<file path="config.mk">
export PLATFORM = sky130hd
export DESIGN_NAME = mdio_mgmt_bridge
export DESIGN_NICKNAME = d
export VERILOG_FILES = /design/src/rtl/mdio_bridge_pkg.sv /design/src/rtl/mdio_clkdiv.sv /design/src/rtl/mdio_frame_seq.sv /design/src/rtl/mdio_mgmt_bridge.sv
export SDC_FILE = /design/constraint.sdc
export NUM_CORES = 1
export LEC_CHECK = 0
export ABC_CLOCK_PERIOD_IN_PS = 3400
export BUFFER_PORTS_ARGS = -buffer_cell sky130_fd_sc_hd__buf_2
export CAP_MARGIN = 20
export CORE_ASPECT_RATIO = 1.75
export CORE_MARGIN = 2
export CORE_UTILIZATION = 45
export CTS_BUF_LIST = sky130_fd_sc_hd__clkbuf_4 sky130_fd_sc_hd__clkbuf_8 sky130_fd_sc_hd__clkbuf_16
export DETAILED_ROUTE_END_ITERATION = 6
export GPL_TIMING_DRIVEN = 0
export PLACE_DENSITY_LB_ADDON = 0.08
export SETUP_SLACK_MARGIN = 0.15
export SYNTH_ARGS = -nofsm -noshare
export SYNTH_HDL_FRONTEND = slang
export SYNTH_SLANG_ARGS = --single-unit
</file>
<file path="constraint.sdc">
create_clock -name clk -period 3.4 [get_ports clk]
set_input_delay 0.51 -clock clk [delete_from_list [all_inputs] [get_ports clk]]
set_output_delay 0.51 -clock clk [all_outputs]
set_load 0.01 [all_outputs]
</file>
<file path="src/rtl/mdio_bridge_pkg.sv">
package mdio_bridge_pkg;

    // Stored command word, bits 15:1 of the command register
    typedef struct packed {
        logic [4:0] phy;
        logic [4:0] regn;
        logic [3:0] rsvd;
        logic       wr;
    } mdio_cmd_t;

    localparam logic [1:0] SOF_BITS = 2'b01;

    function automatic logic [1:0] op_bits(input logic wr);
        return wr ? 2'b01 : 2'b10;
    endfunction

    function automatic logic [1:0] ta_bits(input logic wr);
        return wr ? 2'b10 : 2'b11;
    endfunction

endpackage

</file>
<file path="src/rtl/mdio_clkdiv.sv">
module mdio_clkdiv #(
    parameter int DIV = 16
) (
    input  logic clk,
    input  logic rst,
    input  logic run,
    output logic mdc,
    output logic rise_stb,
    output logic fall_stb
);
    localparam int HALF = DIV / 2;
    localparam int CW   = (DIV > 2) ? $clog2(DIV) : 1;

    logic [CW-1:0] cnt, cnt_nxt;

    always_comb begin
        if (!run || cnt == CW'(DIV - 1))
            cnt_nxt = '0;
        else
            cnt_nxt = cnt + 1'b1;
    end

    always_ff @(posedge clk) begin
        if (rst) begin
            cnt <= '0;
            mdc <= 1'b0;
        end else begin
            cnt <= cnt_nxt;
            mdc <= (cnt_nxt >= CW'(HALF));
        end
    end

    assign rise_stb = run && (cnt == CW'(HALF - 1));
    assign fall_stb = run && (cnt == CW'(DIV - 1));


    mdc_phase_chk: assert property (@(posedge clk) disable iff (rst)
        (run && $past(run) && $rose(mdc)) |-> ($past(cnt) == CW'(HALF - 1)));

endmodule

</file>
<file path="src/rtl/mdio_frame_seq.sv">
module mdio_frame_seq
    import mdio_bridge_pkg::*;
#(
    parameter int PRE_BITS = 32
) (
    input  logic        clk,
    input  logic        rst,
    input  logic        start,
    input  mdio_cmd_t   cmd,
    input  logic [15:0] wdata,
    input  logic        rise_stb,
    input  logic        fall_stb,
    input  logic        mdio_i,
    output logic        busy,
    output logic        finish,
    output logic        mdio_o,
    output logic        mdio_oe,
    output logic [15:0] rdata
);
    localparam int FRAME    = PRE_BITS + 32;
    localparam int TA_POS   = PRE_BITS + 14;
    localparam int DATA_POS = PRE_BITS + 16;
    localparam int BW       = $clog2(FRAME);

    logic [FRAME-1:0] shreg;
    logic [BW-1:0]    bit_cnt;
    logic             wr_q;
    logic [15:0]      cap;
    logic             last_bit;

    assign last_bit = (bit_cnt == BW'(FRAME - 1));
    assign finish   = busy && fall_stb && last_bit;
    assign mdio_o   = shreg[FRAME-1];
    assign rdata    = cap;

    always_ff @(posedge clk) begin
        if (rst) begin
            busy    <= 1'b0;
            bit_cnt <= '0;
            shreg   <= '1;
            mdio_oe <= 1'b0;
            wr_q    <= 1'b0;
            cap     <= '0;
        end else if (start && !busy) begin
            busy    <= 1'b1;
            bit_cnt <= '0;
            wr_q    <= cmd.wr;
            mdio_oe <= 1'b1;
            shreg   <= {{PRE_BITS{1'b1}}, SOF_BITS, op_bits(cmd.wr),
                        cmd.phy, cmd.regn, ta_bits(cmd.wr), wdata};
        end else if (busy) begin
            if (fall_stb) begin
                if (last_bit) begin
                    busy    <= 1'b0;
                    mdio_oe <= 1'b0;
                    shreg   <= '1;
                end else begin
                    bit_cnt <= bit_cnt + 1'b1;
                    shreg   <= {shreg[FRAME-2:0], 1'b1};
                    mdio_oe <= wr_q || ((int'(bit_cnt) + 1) < TA_POS);
                end
            end
            if (rise_stb && !wr_q && int'(bit_cnt) >= DATA_POS)
                cap <= {cap[14:0], mdio_i};
        end
    end


    ta_release_chk: assert property (@(posedge clk) disable iff (rst)
        (busy && !wr_q && int'(bit_cnt) >= TA_POS) |-> !mdio_oe);


    wr_drive_chk: assert property (@(posedge clk) disable iff (rst)
        (busy && wr_q) |-> mdio_oe);

endmodule

</file>
<file path="src/rtl/mdio_mgmt_bridge.sv">
module mdio_mgmt_bridge
    import mdio_bridge_pkg::*;
#(
    parameter int DIV      = 16,
    parameter int PRE_BITS = 32
) (
    input  logic        clk,
    input  logic        rst,
    input  logic        host_we,
    input  logic        host_addr,
    input  logic [15:0] host_wdata,
    output logic [15:0] host_rdata,
    output logic        mdc,
    output logic        mdio_o,
    output logic        mdio_oe,
    input  logic        mdio_i
);
    localparam int FRAME_CYC = (PRE_BITS + 32) * DIV;
    localparam int KW        = $clog2(FRAME_CYC + 1);

    mdio_cmd_t   cmd_q;
    logic [15:0] data_q;
    logic        busy, finish, start;
    logic        rise_stb, fall_stb;
    logic [15:0] rd_cap;

    assign start = host_we && !host_addr && host_wdata[0] && !busy;

    always_ff @(posedge clk) begin
        if (rst) begin
            cmd_q  <= '0;
            data_q <= '0;
        end else begin
            if (start)
                cmd_q <= mdio_cmd_t'(host_wdata[15:1]);
            if (finish && !cmd_q.wr)
                data_q <= rd_cap;
            else if (host_we && host_addr)
                data_q <= host_wdata;
        end
    end

    assign host_rdata = host_addr ? data_q : {cmd_q, busy};

    mdio_clkdiv #(.DIV(DIV)) u_div (
        .clk      (clk),
        .rst      (rst),
        .run      (busy),
        .mdc      (mdc),
        .rise_stb (rise_stb),
        .fall_stb (fall_stb)
    );

    mdio_frame_seq #(.PRE_BITS(PRE_BITS)) u_seq (
        .clk      (clk),
        .rst      (rst),
        .start    (start),
        .cmd      (mdio_cmd_t'(host_wdata[15:1])),
        .wdata    (data_q),
        .rise_stb (rise_stb),
        .fall_stb (fall_stb),
        .mdio_i   (mdio_i),
        .busy     (busy),
        .finish   (finish),
        .mdio_o   (mdio_o),
        .mdio_oe  (mdio_oe),
        .rdata    (rd_cap)
    );

    // cycle counter for the busy-length check
    logic [KW-1:0] busy_cyc;
    always_ff @(posedge clk) begin
        if (rst || !busy) busy_cyc <= '0;
        else              busy_cyc <= busy_cyc + 1'b1;
    end


    busy_len_chk: assert property (@(posedge clk) disable iff (rst)
        $fell(busy) |-> (busy_cyc == KW'(FRAME_CYC)));


    mdc_idle_chk: assert property (@(posedge clk) disable iff (rst)
        !busy |-> !mdc);


    mdio_edge_chk: assert property (@(posedge clk) disable iff (rst)
        (busy && $past(busy) && !$stable(mdio_o)) |-> $fell(mdc));


    cmd_hold_chk: assert property (@(posedge clk) disable iff (rst)
        (busy && $past(busy)) |-> $stable(cmd_q));

endmodule

</file>
Word-level counts from Yosys, hierarchy flattened
Index checks and enable logic that the tools add are counted.
{"block": "totals", "regBits": 125, "input_bits": 21}
{"block": "classes", "add_sub_neg": 3, "magnitude_cmp": 3, "eq_ne": 3, "n_mux": 18, "bitwise": 2, "n_reduce_logical": 26}
{"cell": "32-bit two-way mux", "n": 3}
{"cell": "64-bit two-way mux", "n": 1}
{"cell": "16-bit two-way mux", "n": 3}
{"cell": "32-bit by 7-bit less-than comparator with 1-bit output (second input constant)", "n": 1}
{"cell": "1-bit logical AND", "n": 12}
{"cell": "1-bit two-way mux", "n": 9}
{"cell": "6-bit by 1-bit adder with 7-bit output (second input constant)", "n": 1}
{"cell": "6-bit by 1-bit adder with 6-bit output (second input constant)", "n": 1}
{"cell": "6-bit equality test (second input constant)", "n": 1}
{"cell": "6-bit greater-or-equal comparator (second input constant)", "n": 1}
{"cell": "3-bit AND reduction", "n": 2}
{"cell": "2-bit nonzero test", "n": 3}
{"cell": "4-bit by 1-bit adder with 4-bit output (second input constant)", "n": 1}
{"cell": "4-bit by 3-bit equality test with 1-bit output (second input constant)", "n": 1}
{"cell": "4-bit equality test (second input constant)", "n": 1}
{"cell": "4-bit greater-or-equal comparator (second input constant)", "n": 1}
{"cell": "1-bit logical NOT", "n": 4}
{"cell": "4-bit two-way mux", "n": 1}
{"cell": "2-bit AND reduction", "n": 2}
{"cell": "1-bit logical OR", "n": 2}
{"cell": "2-bit two-way mux", "n": 1}
{"cell": "1-bit inverter", "n": 2}
{"cell": "2-bit OR reduction", "n": 1}

Depth between registers and ports, before layout
{"block": "logic_depth", "ltp_word": 7, "mapped_depth": 8, "depth_no_buf": 5}

By module
From an unflattened synthesis, not the netlist that was laid out.
{"block": "hier_totals", "cells_unflattened": 583, "hier_area_um2": 5052.3}
{"module": "mdio_frame_seq", "instances": 1, "cells_each": 384, "area_per_inst_um2": 3323.2, "seq_area_each_um2": 1781.7}
{"module": "mdio_mgmt_bridge", "instances": 1, "cells_each": 178, "area_per_inst_um2": 1540.2, "seq_area_each_um2": 620.6}
{"module": "mdio_clkdiv", "instances": 1, "cells_each": 21, "area_per_inst_um2": 188.9, "seq_area_each_um2": 100.1}

Least setup slack after synthesis
OpenSTA, ideal clock, no wires.
{"block": "synth_path", "path_kind": "input -> output", "startpoint": "in host_addr", "endpoint": "out host_rdata[10]", "t_arrival_ps": 1413, "path_slack_ps": 1477, "cell_stages": 3, "n_path_buf": 2, "path_cell_list": "buf_2 buf_1 mux2_2"}
{"block": "synth_via", "elab_chain_len": 1}
{"element": "start, declared", "line_no": "mdio_mgmt_bridge.sv:10", "rtl": "input logic host_addr,"}
{"element": "16-bit two-way mux", "line_no": "mdio_mgmt_bridge.sv:43", "rtl": "assign host_rdata = host_addr ? data_q : {cmd_q, busy};"}
{"element": "end, declared", "line_no": "mdio_mgmt_bridge.sv:12", "rtl": "output logic [15:0] host_rdata,"}
No other way between the ends.

Worst setup path after layout
{"block": "layout_path", "startpoint": "in host_addr", "endpoint": "out host_rdata[9]"}
The elaborated chain is that of the path after synthesis.

==> impl_metrics.toml <==
[yosys]
yosys.cell_types.count = 40
synth_seq_cells = 124
synth.most_common_cell = "nand2_1"
syn_area_per_cell_um2 = 8.93
ys_top_cells_by_count = "125 x nand2_1, 124 x dfxtp_1, 46 x nor2_1"
yosys.area.top_type = "dfxtp_1"
yosysTopAreaCellShare_pct = 50.0
syn-num-nets = 579
ys_seq_area_share_pct = 50.0
syn_inst = 556
yosys_warnings = 0
yosys_most_used_dff = "dfxtp_1"
ys_top_cells_by_area = "dfxtp_1 50%, nand2_1 9.4%, a311oi_2 4.8%"
netlist_area_mm2 = 0.00497
synth-async-reset-ratio_pct = 0
synth_edf_count = 0

[detailed_routing]
drt_wl_total_mm = 12.7
ant_nets = 0
drc = 0
routedWlPerCell_um = 16.8
via_per_inst = 5.55
dr.first_iter.drc_count = 164
route.vias.total = 4188
dr.pass1.iters = 4

[cells_and_area]
nets = 635
post-route-util_pct = 55.4
final_cell_area_mm2 = 0.00593
fillers = 1012
syn_to_final_growth_pct = 19.4
antenna_cells = 0
drive_gt1_share_pct = 19.2

[setup_path]
crit_required_ns = 2.89
slowest_delay_ns = 0.59
crit_type = "in2out"
path_cells = "buf_2 > buf_1 > mux2_2 > buf_2"
cp_max_fo = 10
crit_arrival_ns = 1.85
crit_family = "buffers and inverters"
cp_num_cells = 4
cp-start-kind = "primary input"
end_kind = "output port"
critPathBufInv = 3
cpMaxStageDelayCell = "buf_1"
r2r_cells = 5
crit_path_frequent_cell = "buf_2"

[cts]
clk_pin_slew_ns = 0.05
cts_tree = "built"
cts.root.buffer_cell = "clkbuf_16"
cts_buffer_depth = 2
h-tree-depth = 4
postCtsSetupBuffers = 0
cts_buffers = 17
cts_sinks = 124
cts_resized = 0
clk_latency_ns = 0.42
cts_hold_buf = 0

[sta]
tns_ns = 0
fin_crit_ns = 2.36
max_slew_margin_pct = 48.9
drv_slew = 0
finalCritPeriodShare_pct = 69.4
finalClockSkew_ns = 0.00858
hold_viol = 0
rsz0062_at_grt = "false"
setup_viol_count_final = 0
worstMarginPinSlew_ns = 0.767
max_freq_ghz = 0.424

[power_and_ir_drop]
leakagePower_nw = 2.44
p_per_area_mw_per_mm2 = 598
irDropWorstVdd_uv = 424

[place]
postPlaceCellArea_mm2 = 0.00531
io_buffers = 37
gp_congestion = 0.848
post-dp-hpwl_mm = 9.25

[job]
cap_viol_max_count = 0

[die]
die_w_um = 83.4
core_mm2 = 0.0107
dieArea_mm2 = 0.0119
io_pins = 40
start_util_pct = 46.4
rows = 50
die_y_um = 143

[outcome]
status = "finished, final reports clean"

[global_route]
grt_pass1_wl_mm = 20.5
grt_max_degree = 17
grt.total_usage_pct = 21.9
grt-ovfl-total = 0
first_global_vias = 4141
antenna_found_initial = 0

[worst_hold_path]
hold_path_class = "in2reg"
hold_depth = 3
sequential cells by signal, summed over array words and instances, names as in the netlist:
name and flops:
u_div.cnt 4, u_seq.busy 1, u_seq.bit_cnt 6, u_seq.mdio_oe 1, data_q 16, cmd_q 15, u_seq.shreg 64, u_seq.rdata 16
u_div.mdc 1
cell families after synthesis:
logic type | Yosys count | synth area share, %
and+or+nand+nor | 239 | 21.1
DFF | 124 | 50.0
AOI/OAI and AO/OA | 106 | 16.2
buffers and inverters | 50 | 4.86
muxes | 32 | 6.83
xor gates and xnor gates | 3 | 0.529
adders and majority gates | 2 | 0.504
metrics by stage:
step                hold slack [ns]  setup WS, ns  total power, mW  cells
finish                        0.326          1.04             3.54    755
global placement              0.433          1.04             1.71    723
CTS                           0.328          1.04             3.56    755
global route                  0.358         0.970             3.65    755
detailed placement            0.441          1.05             1.72    723
floorplan                     0.418          1.48             1.65    556
metal layers:
| metal | up-vias | wire length, um | part of all wire [%] | GRT usage (%) |
|---|---|---|---|---|
| met4 | 0 | 221 | 1.7 | 7.47 |
| met5 | - | 0 | 0 | 0 |
| li1 | 2083 | - | - | - |
| met1 | 2008 | 4970 | 39 | 23.0 |
| met2 | 80 | 7030 | 56 | 41.9 |
| met3 | 17 | 426 | 3.4 | 5.61 |
worst reg2reg max path: stages, from the launching register on:
cell       delay (ns)
dfxtp_1          0.52
nand4bb_1        0.21
clkbuf_1         0.54
clkbuf_1         0.58
nand2_1          0.11
a21oi_1          0.17
final timing paths:
check / startpoint / end / slack [ns]
hold reg to reg: u_div.cnt[0] / u_div.cnt[0] / 0.45
hold / removal: mdio_i / u_seq.rdata[0] / 0.33
setup / recovery: host_addr / host_rdata[9] / 1.04
setup reg to reg: u_seq.busy / cmd_q[7] / 1.19
cell usage in the layout, fill, tap and decap left out, drive strengths merged, types with 11 or more instances in the layout:
cell / instances
nand4: 12
clkbuf: 44
a21oi: 27
a311oi: 17
buf: 60
a22oi: 11
nor2: 46
dfxtp: 124
nand3: 39
o22ai: 33
mux2: 15
nand2: 125
mux2i: 17
layout make-up:
| class | instances | area (um^2) | share of cell area, % |
|---|---|---|---|
| Buffer | 45 | 223 | 3.76 |
| Clock buffer | 22 | 475 | 8.02 |
| Clock inverter | 10 | 139 | 2.34 |
| Inverter | 5 | 18.8 | 0.317 |
| Multi-Input combinational cell | 382 | 2240 | 37.8 |
| Sequential cell | 124 | 2480 | 41.9 |
| Tap cell | 130 | 163 | 2.74 |
| Timing Repair Buffer | 37 | 185 | 3.12 |
power breakdown:
group | leakage (nW) | internal, mW | total, mW | switching (mW)
Sequential | 1.01 | 1.49 | 1.51 | 0.0250
Clock | 0.293 | 1.21 | 1.86 | 0.644
Combinational | 1.14 | 0.0639 | 0.171 | 0.107
(Power assumes the default switching activity.)
